**src/rtl/pwb_pkg.sv**
```systemverilog
package pwb_pkg;
    typedef enum logic [1:0] {
        OP_NONE  = 2'd0,
        OP_WRITE = 2'd1,
        OP_READ  = 2'd2
    } pwb_op_e;
endpackage

```
**src/rtl/pwb_slot.sv**
```systemverilog
module pwb_slot #(
    parameter int AW = 8,
    parameter int DW = 32
) (
    input  logic          clk,
    input  logic          rst_n,
    input  logic          load,
    input  logic [AW-1:0] addr_in,
    input  logic [DW-1:0] data_in,
    input  logic          done,
    output logic          vld,
    output logic [AW-1:0] addr,
    output logic [DW-1:0] data
);
    typedef struct packed {
        logic          vld;
        logic [AW-1:0] addr;
        logic [DW-1:0] data;
    } slot_t;

    slot_t st_d, st_q;

    always_comb begin
        st_d = st_q;
        if (done) begin
            st_d.vld = 1'b0;
        end
        if (load) begin
            st_d.vld  = 1'b1;
            st_d.addr = addr_in;
            st_d.data = data_in;
        end
    end

    always_ff @(posedge clk) begin
        if (!rst_n) begin
            st_q <= '0;
        end else begin
            st_q <= st_d;
        end
    end

    assign vld  = st_q.vld;
    assign addr = st_q.addr;
    assign data = st_q.data;
endmodule

```
**src/rtl/pwb_rdtrk.sv**
```systemverilog
module pwb_rdtrk #(
    parameter int AW = 8,
    parameter int DW = 32
) (
    input  logic          clk,
    input  logic          rst_n,
    input  logic          issue,
    input  logic [AW-1:0] addr_in,
    input  logic          done,
    input  logic [DW-1:0] rdata_in,
    output logic          pend,
    output logic [AW-1:0] addr,
    output logic          rvalid,
    output logic [DW-1:0] rdata
);
    typedef struct packed {
        logic          pend;
        logic [AW-1:0] addr;
        logic          rvalid;
        logic [DW-1:0] rdata;
    } rd_t;

    rd_t rd_d, rd_q;

    always_comb begin
        rd_d        = rd_q;
        rd_d.rvalid = 1'b0;
        if (done) begin
            rd_d.pend   = 1'b0;
            rd_d.rvalid = 1'b1;
            rd_d.rdata  = rdata_in;
        end
        if (issue) begin
            rd_d.pend = 1'b1;
            rd_d.addr = addr_in;
        end
    end

    always_ff @(posedge clk) begin
        if (!rst_n) begin
            rd_q <= '0;
        end else begin
            rd_q <= rd_d;
        end
    end

    assign pend   = rd_q.pend;
    assign addr   = rd_q.addr;
    assign rvalid = rd_q.rvalid;
    assign rdata  = rd_q.rdata;
endmodule

```
**src/rtl/pwb_ctl.sv**
```systemverilog
module pwb_ctl
    import pwb_pkg::*;
(
    input  logic    c_valid,
    input  logic    c_write,
    input  logic    slot_vld,
    input  logic    rd_pend,
    input  logic    p_ready,
    output logic    c_ready,
    output logic    wr_load,
    output logic    rd_issue,
    output logic    wr_done,
    output logic    rd_done,
    output pwb_op_e op
);
    logic wr_ok;
    logic rd_ok;

    always_comb begin
        if (slot_vld) begin
            op = OP_WRITE;
        end else if (rd_pend) begin
            op = OP_READ;
        end else begin
            op = OP_NONE;
        end
        wr_done  = (op == OP_WRITE) && p_ready;
        rd_done  = (op == OP_READ) && p_ready;
        wr_ok    = !rd_pend && (!slot_vld || wr_done);
        rd_ok    = !slot_vld && !rd_pend;
        c_ready  = c_write ? wr_ok : rd_ok;
        wr_load  = c_valid && c_write && wr_ok;
        rd_issue = c_valid && !c_write && rd_ok;
    end
endmodule

```
**src/rtl/pwb_buffer.sv**
```systemverilog
module pwb_buffer
    import pwb_pkg::*;
#(
    parameter int AW = 8,
    parameter int DW = 32
) (
    input  logic          clk,
    input  logic          rst_n,
    input  logic          c_valid,
    input  logic          c_write,
    input  logic [AW-1:0] c_addr,
    input  logic [DW-1:0] c_wdata,
    output logic          c_ready,
    output logic          c_rvalid,
    output logic [DW-1:0] c_rdata,
    output logic          p_valid,
    output logic          p_write,
    output logic [AW-1:0] p_addr,
    output logic [DW-1:0] p_wdata,
    input  logic          p_ready,
    input  logic [DW-1:0] p_rdata,
    input  logic          drain_req,
    output logic          drain_done,
    output logic          busy
);
    logic          slot_vld;
    logic [AW-1:0] slot_addr;
    logic [DW-1:0] slot_data;
    logic          rd_pend;
    logic [AW-1:0] rd_addr;
    logic          wr_load;
    logic          rd_issue;
    logic          wr_done;
    logic          rd_done;
    pwb_op_e       op;

    pwb_ctl u_ctl (
        .c_valid  (c_valid),
        .c_write  (c_write),
        .slot_vld (slot_vld),
        .rd_pend  (rd_pend),
        .p_ready  (p_ready),
        .c_ready  (c_ready),
        .wr_load  (wr_load),
        .rd_issue (rd_issue),
        .wr_done  (wr_done),
        .rd_done  (rd_done),
        .op       (op)
    );

    pwb_slot #(.AW(AW), .DW(DW)) u_slot (
        .clk     (clk),
        .rst_n   (rst_n),
        .load    (wr_load),
        .addr_in (c_addr),
        .data_in (c_wdata),
        .done    (wr_done),
        .vld     (slot_vld),
        .addr    (slot_addr),
        .data    (slot_data)
    );

    pwb_rdtrk #(.AW(AW), .DW(DW)) u_rd (
        .clk      (clk),
        .rst_n    (rst_n),
        .issue    (rd_issue),
        .addr_in  (c_addr),
        .done     (rd_done),
        .rdata_in (p_rdata),
        .pend     (rd_pend),
        .addr     (rd_addr),
        .rvalid   (c_rvalid),
        .rdata    (c_rdata)
    );

    assign p_valid    = (op != OP_NONE);
    assign p_write    = (op == OP_WRITE);
    assign p_addr     = (op == OP_WRITE) ? slot_addr : rd_addr;
    assign p_wdata    = slot_data;
    assign busy       = slot_vld || rd_pend;
    assign drain_done = drain_req && !busy;
endmodule

```
**config.mk**
```make
export PLATFORM = sky130hd
export DESIGN_NAME = pwb_buffer
export DESIGN_NICKNAME = d
export VERILOG_FILES = /design/src/rtl/pwb_pkg.sv /design/src/rtl/pwb_slot.sv /design/src/rtl/pwb_rdtrk.sv /design/src/rtl/pwb_ctl.sv /design/src/rtl/pwb_buffer.sv
export SDC_FILE = /design/constraint.sdc
export NUM_CORES = 1
export LEC_CHECK = 0
export BUFFER_PORTS_ARGS = -buffer_cell sky130_fd_sc_hd__buf_2
export CORE_UTILIZATION = 30
export DETAILED_ROUTE_END_ITERATION = 10
export SKIP_CTS_REPAIR_TIMING = 1
export SLEW_MARGIN = 10
export SYNTH_ARGS = -nofsm -noshare
export SYNTH_HDL_FRONTEND = slang
export SYNTH_SLANG_ARGS = --single-unit
```
**constraint.sdc**
```tcl
create_clock -name clk -period 1.3 [get_ports clk]
set_input_delay 0.13 -clock clk [delete_from_list [all_inputs] [get_ports clk]]
set_output_delay 0.13 -clock clk [all_outputs]
set_load 0.02 [all_outputs]
```
==> impl_metrics.tcl <==
set metrics [dict create \
    status "complete, but fails checks" \
    violations "negative setup slack" \
    drive_gt1_share_pct 39.93 \
    slew_violations 0 \
    dieWidth_um 107.5 \
    die-area_um2 11570 \
    area_growth_pct 45.71 \
    required_ns 1.57 \
    critical_path_class "reg2reg" \
    drv_cap 0 \
    clkSinkCount 83 \
    drtIter0Drc 89 \
    clockRootBuffer "clkbuf_8" \
    synth_top_family_by_area "simple AND/OR/NAND/NOR gates" \
    fmax_mhz 679.8 \
    synthDistinctLibCells 23 \
    synth_mux_area_share_pct 14.68 \
    worstSkewPairLatency_ns 0.34 \
    hold_violations 0 \
    rows 38 \
    cp_max_fo 7 \
    clock_skew_ns 0.01140 \
    syn_area_um2 3342 \
    core_area_um2 10840 \
    tightest_slew_ns 0.3140 \
    gr-total-overflow 0 \
    antenna_found_initial 0 \
    p_leak_nw 2.223 \
    crit_buf_inv 2 \
    ir_drop_mv 0.4546 \
    routabilityCongestion 0.6900 \
    hold_class "in2reg" \
    cts_tree "built" \
    ys_warn_count 0 \
    routed_via_density 4.442 \
    drc 0 \
    synthSimpleGateAreaFrac_pct 21.30 \
    finalSetupViolations 54 \
    setup_ws_ns -0.1710 \
    ctsHtreeMaxLevel 3 \
    syn-num-nets 454 \
    die_h_um 107.5 \
    seqCellArea_um2 1665 \
    io_pins 156 \
    drtAntennaViolNets 0 \
    finalCritPeriodShare_pct 113.2 \
    synthCells 376 \
    ys_seq_area_share_pct 49.72 \
    final_common_cell "nand2_1" \
    dr_total_vias 3025 \
    synth_fa_ha_area_share_pct 0 \
    arrival_ns 1.74 \
    grt_pass1_vias 2658 \
    final_cell_mix "nand2_1 (160), buf_2 (143), dfxtp_1 (82)" \
    synthXorXnorAreaFrac_pct 0 \
    slowest_delay_ns 0.37 \
    fill_cells 1091 \
    syn_avg_cell_area_um2 8.888 \
    rsz0062_at_grt "true" \
    totalWireLength_um 8914 \
    crit_family "simple AND/OR/NAND/NOR gates" \
    first_pass_iters 4 \
    setup_tns_ns -6.660 \
    period_minus_slack_ns 1.471 \
    grt_pass1_wl_um 12410 \
    initial_core_util_pct 30.83 \
    diodes 0 \
    grt.total_usage_pct 13.81 \
    synth_compound_area_share_pct 9.510 \
    cp-end-kind "flip-flop" \
    cts_buffer_depth 2 \
    cp-start-kind "flip-flop" \
    power_density_nw_per_um2 1140 \
    final_util_pct 44.92 \
    clk_pin_slew_ns 0.08 \
    io_buffers 155 \
    cts_buffers 9 \
    wl_per_cell_um 13.09 \
    max_slew_margin_pct 79.00 \
    multi_input_area_um2 1585 \
    synth_seq_cells 83 \
    dpl.hpwl_um 5772 \
    final_nets 615 \
    crit_chain "nor2b_2, nor3_4, buf_6, buf_12, mux2i_1" \
    grt_max_degree 52 \
    slowest_stage "dfxtp_4" \
]
[cells by family (layout without fill, tap and decap cells)]
| logic type | count (synthesis) | in the layout |
|---|---|---|
| compound gates | 43 | 43 |
| flops | 83 | 83 |
| buf+inv | 29 | 194 |
| mux | 48 | 48 |
| simple gates | 173 | 173 |
[synth_stat cells, drive strengths merged]
master    n  area [um^2]
and3b     1        8.760
clkbuf   13        48.80
nand2   162        608.1
a21boi   40        300.3
mux2i    40        400.4
or2       2        12.51
inv       1        3.750
nand3b    1        7.510
mux2      8        90.09
o21a      1        7.510
nor2b     2        15.02
nor3      1        16.27
buf      15        107.6
a21oi     2        10.01
dfxtp    83         1662
or4b      1        10.01
and2      1        6.260
nor2      1        3.750
nor4b     1        23.77
[per-stage QoR]
stage	instances	cell area, um^2	power, mW	hold slack (ns)	setup slack (ns)
6_report	681	4870	5.552	0.02057	-0.1710
5_1_grt	681	4870	5.830	0.001512	-0.2208
4_1_cts	669	4498	5.488	-0.0007377	-0.3433
3_5_place_dp	654	4297	3.586	0.3868	-0.03310
3_3_place_gp	654	4297	3.565	0.3775	-0.02544
2_1_floorplan	376	3351	3.254	0.2648	0.03061
[state kept, by name, summed over array words and instances, names as in the netlist]
| signal | flops |
|---|---|
| u_rd.addr | 8 |
| u_rd.pend | 1 |
| u_rd.rdata | 32 |
| u_rd.rvalid | 1 |
| u_slot.addr | 8 |
| u_slot.data | 32 |
| u_slot.vld | 1 |
[tightest hold or removal path, delay by kind of cell]
kind                   cells  cell delay (ns)
AOI/OAI and AO/OA          1             0.05
buffers and inverters      1             0.09
and+or+nand+nor            1             0.04
[final cells by class]
type | count | area share [%]
Sequential cell | 83 | 34.20
Tap cell | 140 | 3.597
Clock inverter | 4 | 1.028
Clock buffer | 11 | 3.109
Timing Repair Buffer | 178 | 25.44
Inverter | 1 | 0.07708
Multi-Input combinational cell | 264 | 32.55
[power breakdown]
group          switching, mW  total [mW]  internal, mW
clock                  0.885        1.86         0.979
combinational          0.502       0.975         0.473
sequential            0.0587        2.71          2.65
[path summary, 6_finish.rpt]
| kind | cells after the start | startpoint | slack [ns] | endpoint |
|---|---|---|---|---|
| setup / recovery | 5 | u_slot.vld | -0.17 | u_slot.addr[0] |
| hold / removal | 3 | p_rdata[27] | 0.02 | u_rd.rdata[27] |
| setup reg to reg | 5 | u_slot.vld | -0.17 | u_slot.addr[0] |
| hold reg to reg | 2 | u_rd.rdata[11] | 0.45 | u_rd.rdata[11] |
[routing by layer]
layer	GRT usage (%)	part of all wire, %
met1	15.91	42
met2	23.95	50
met3	3.329	6.1
met4	6.458	1.3
met5	0	0
Note: power is estimated with default switching activity, not from simulation.
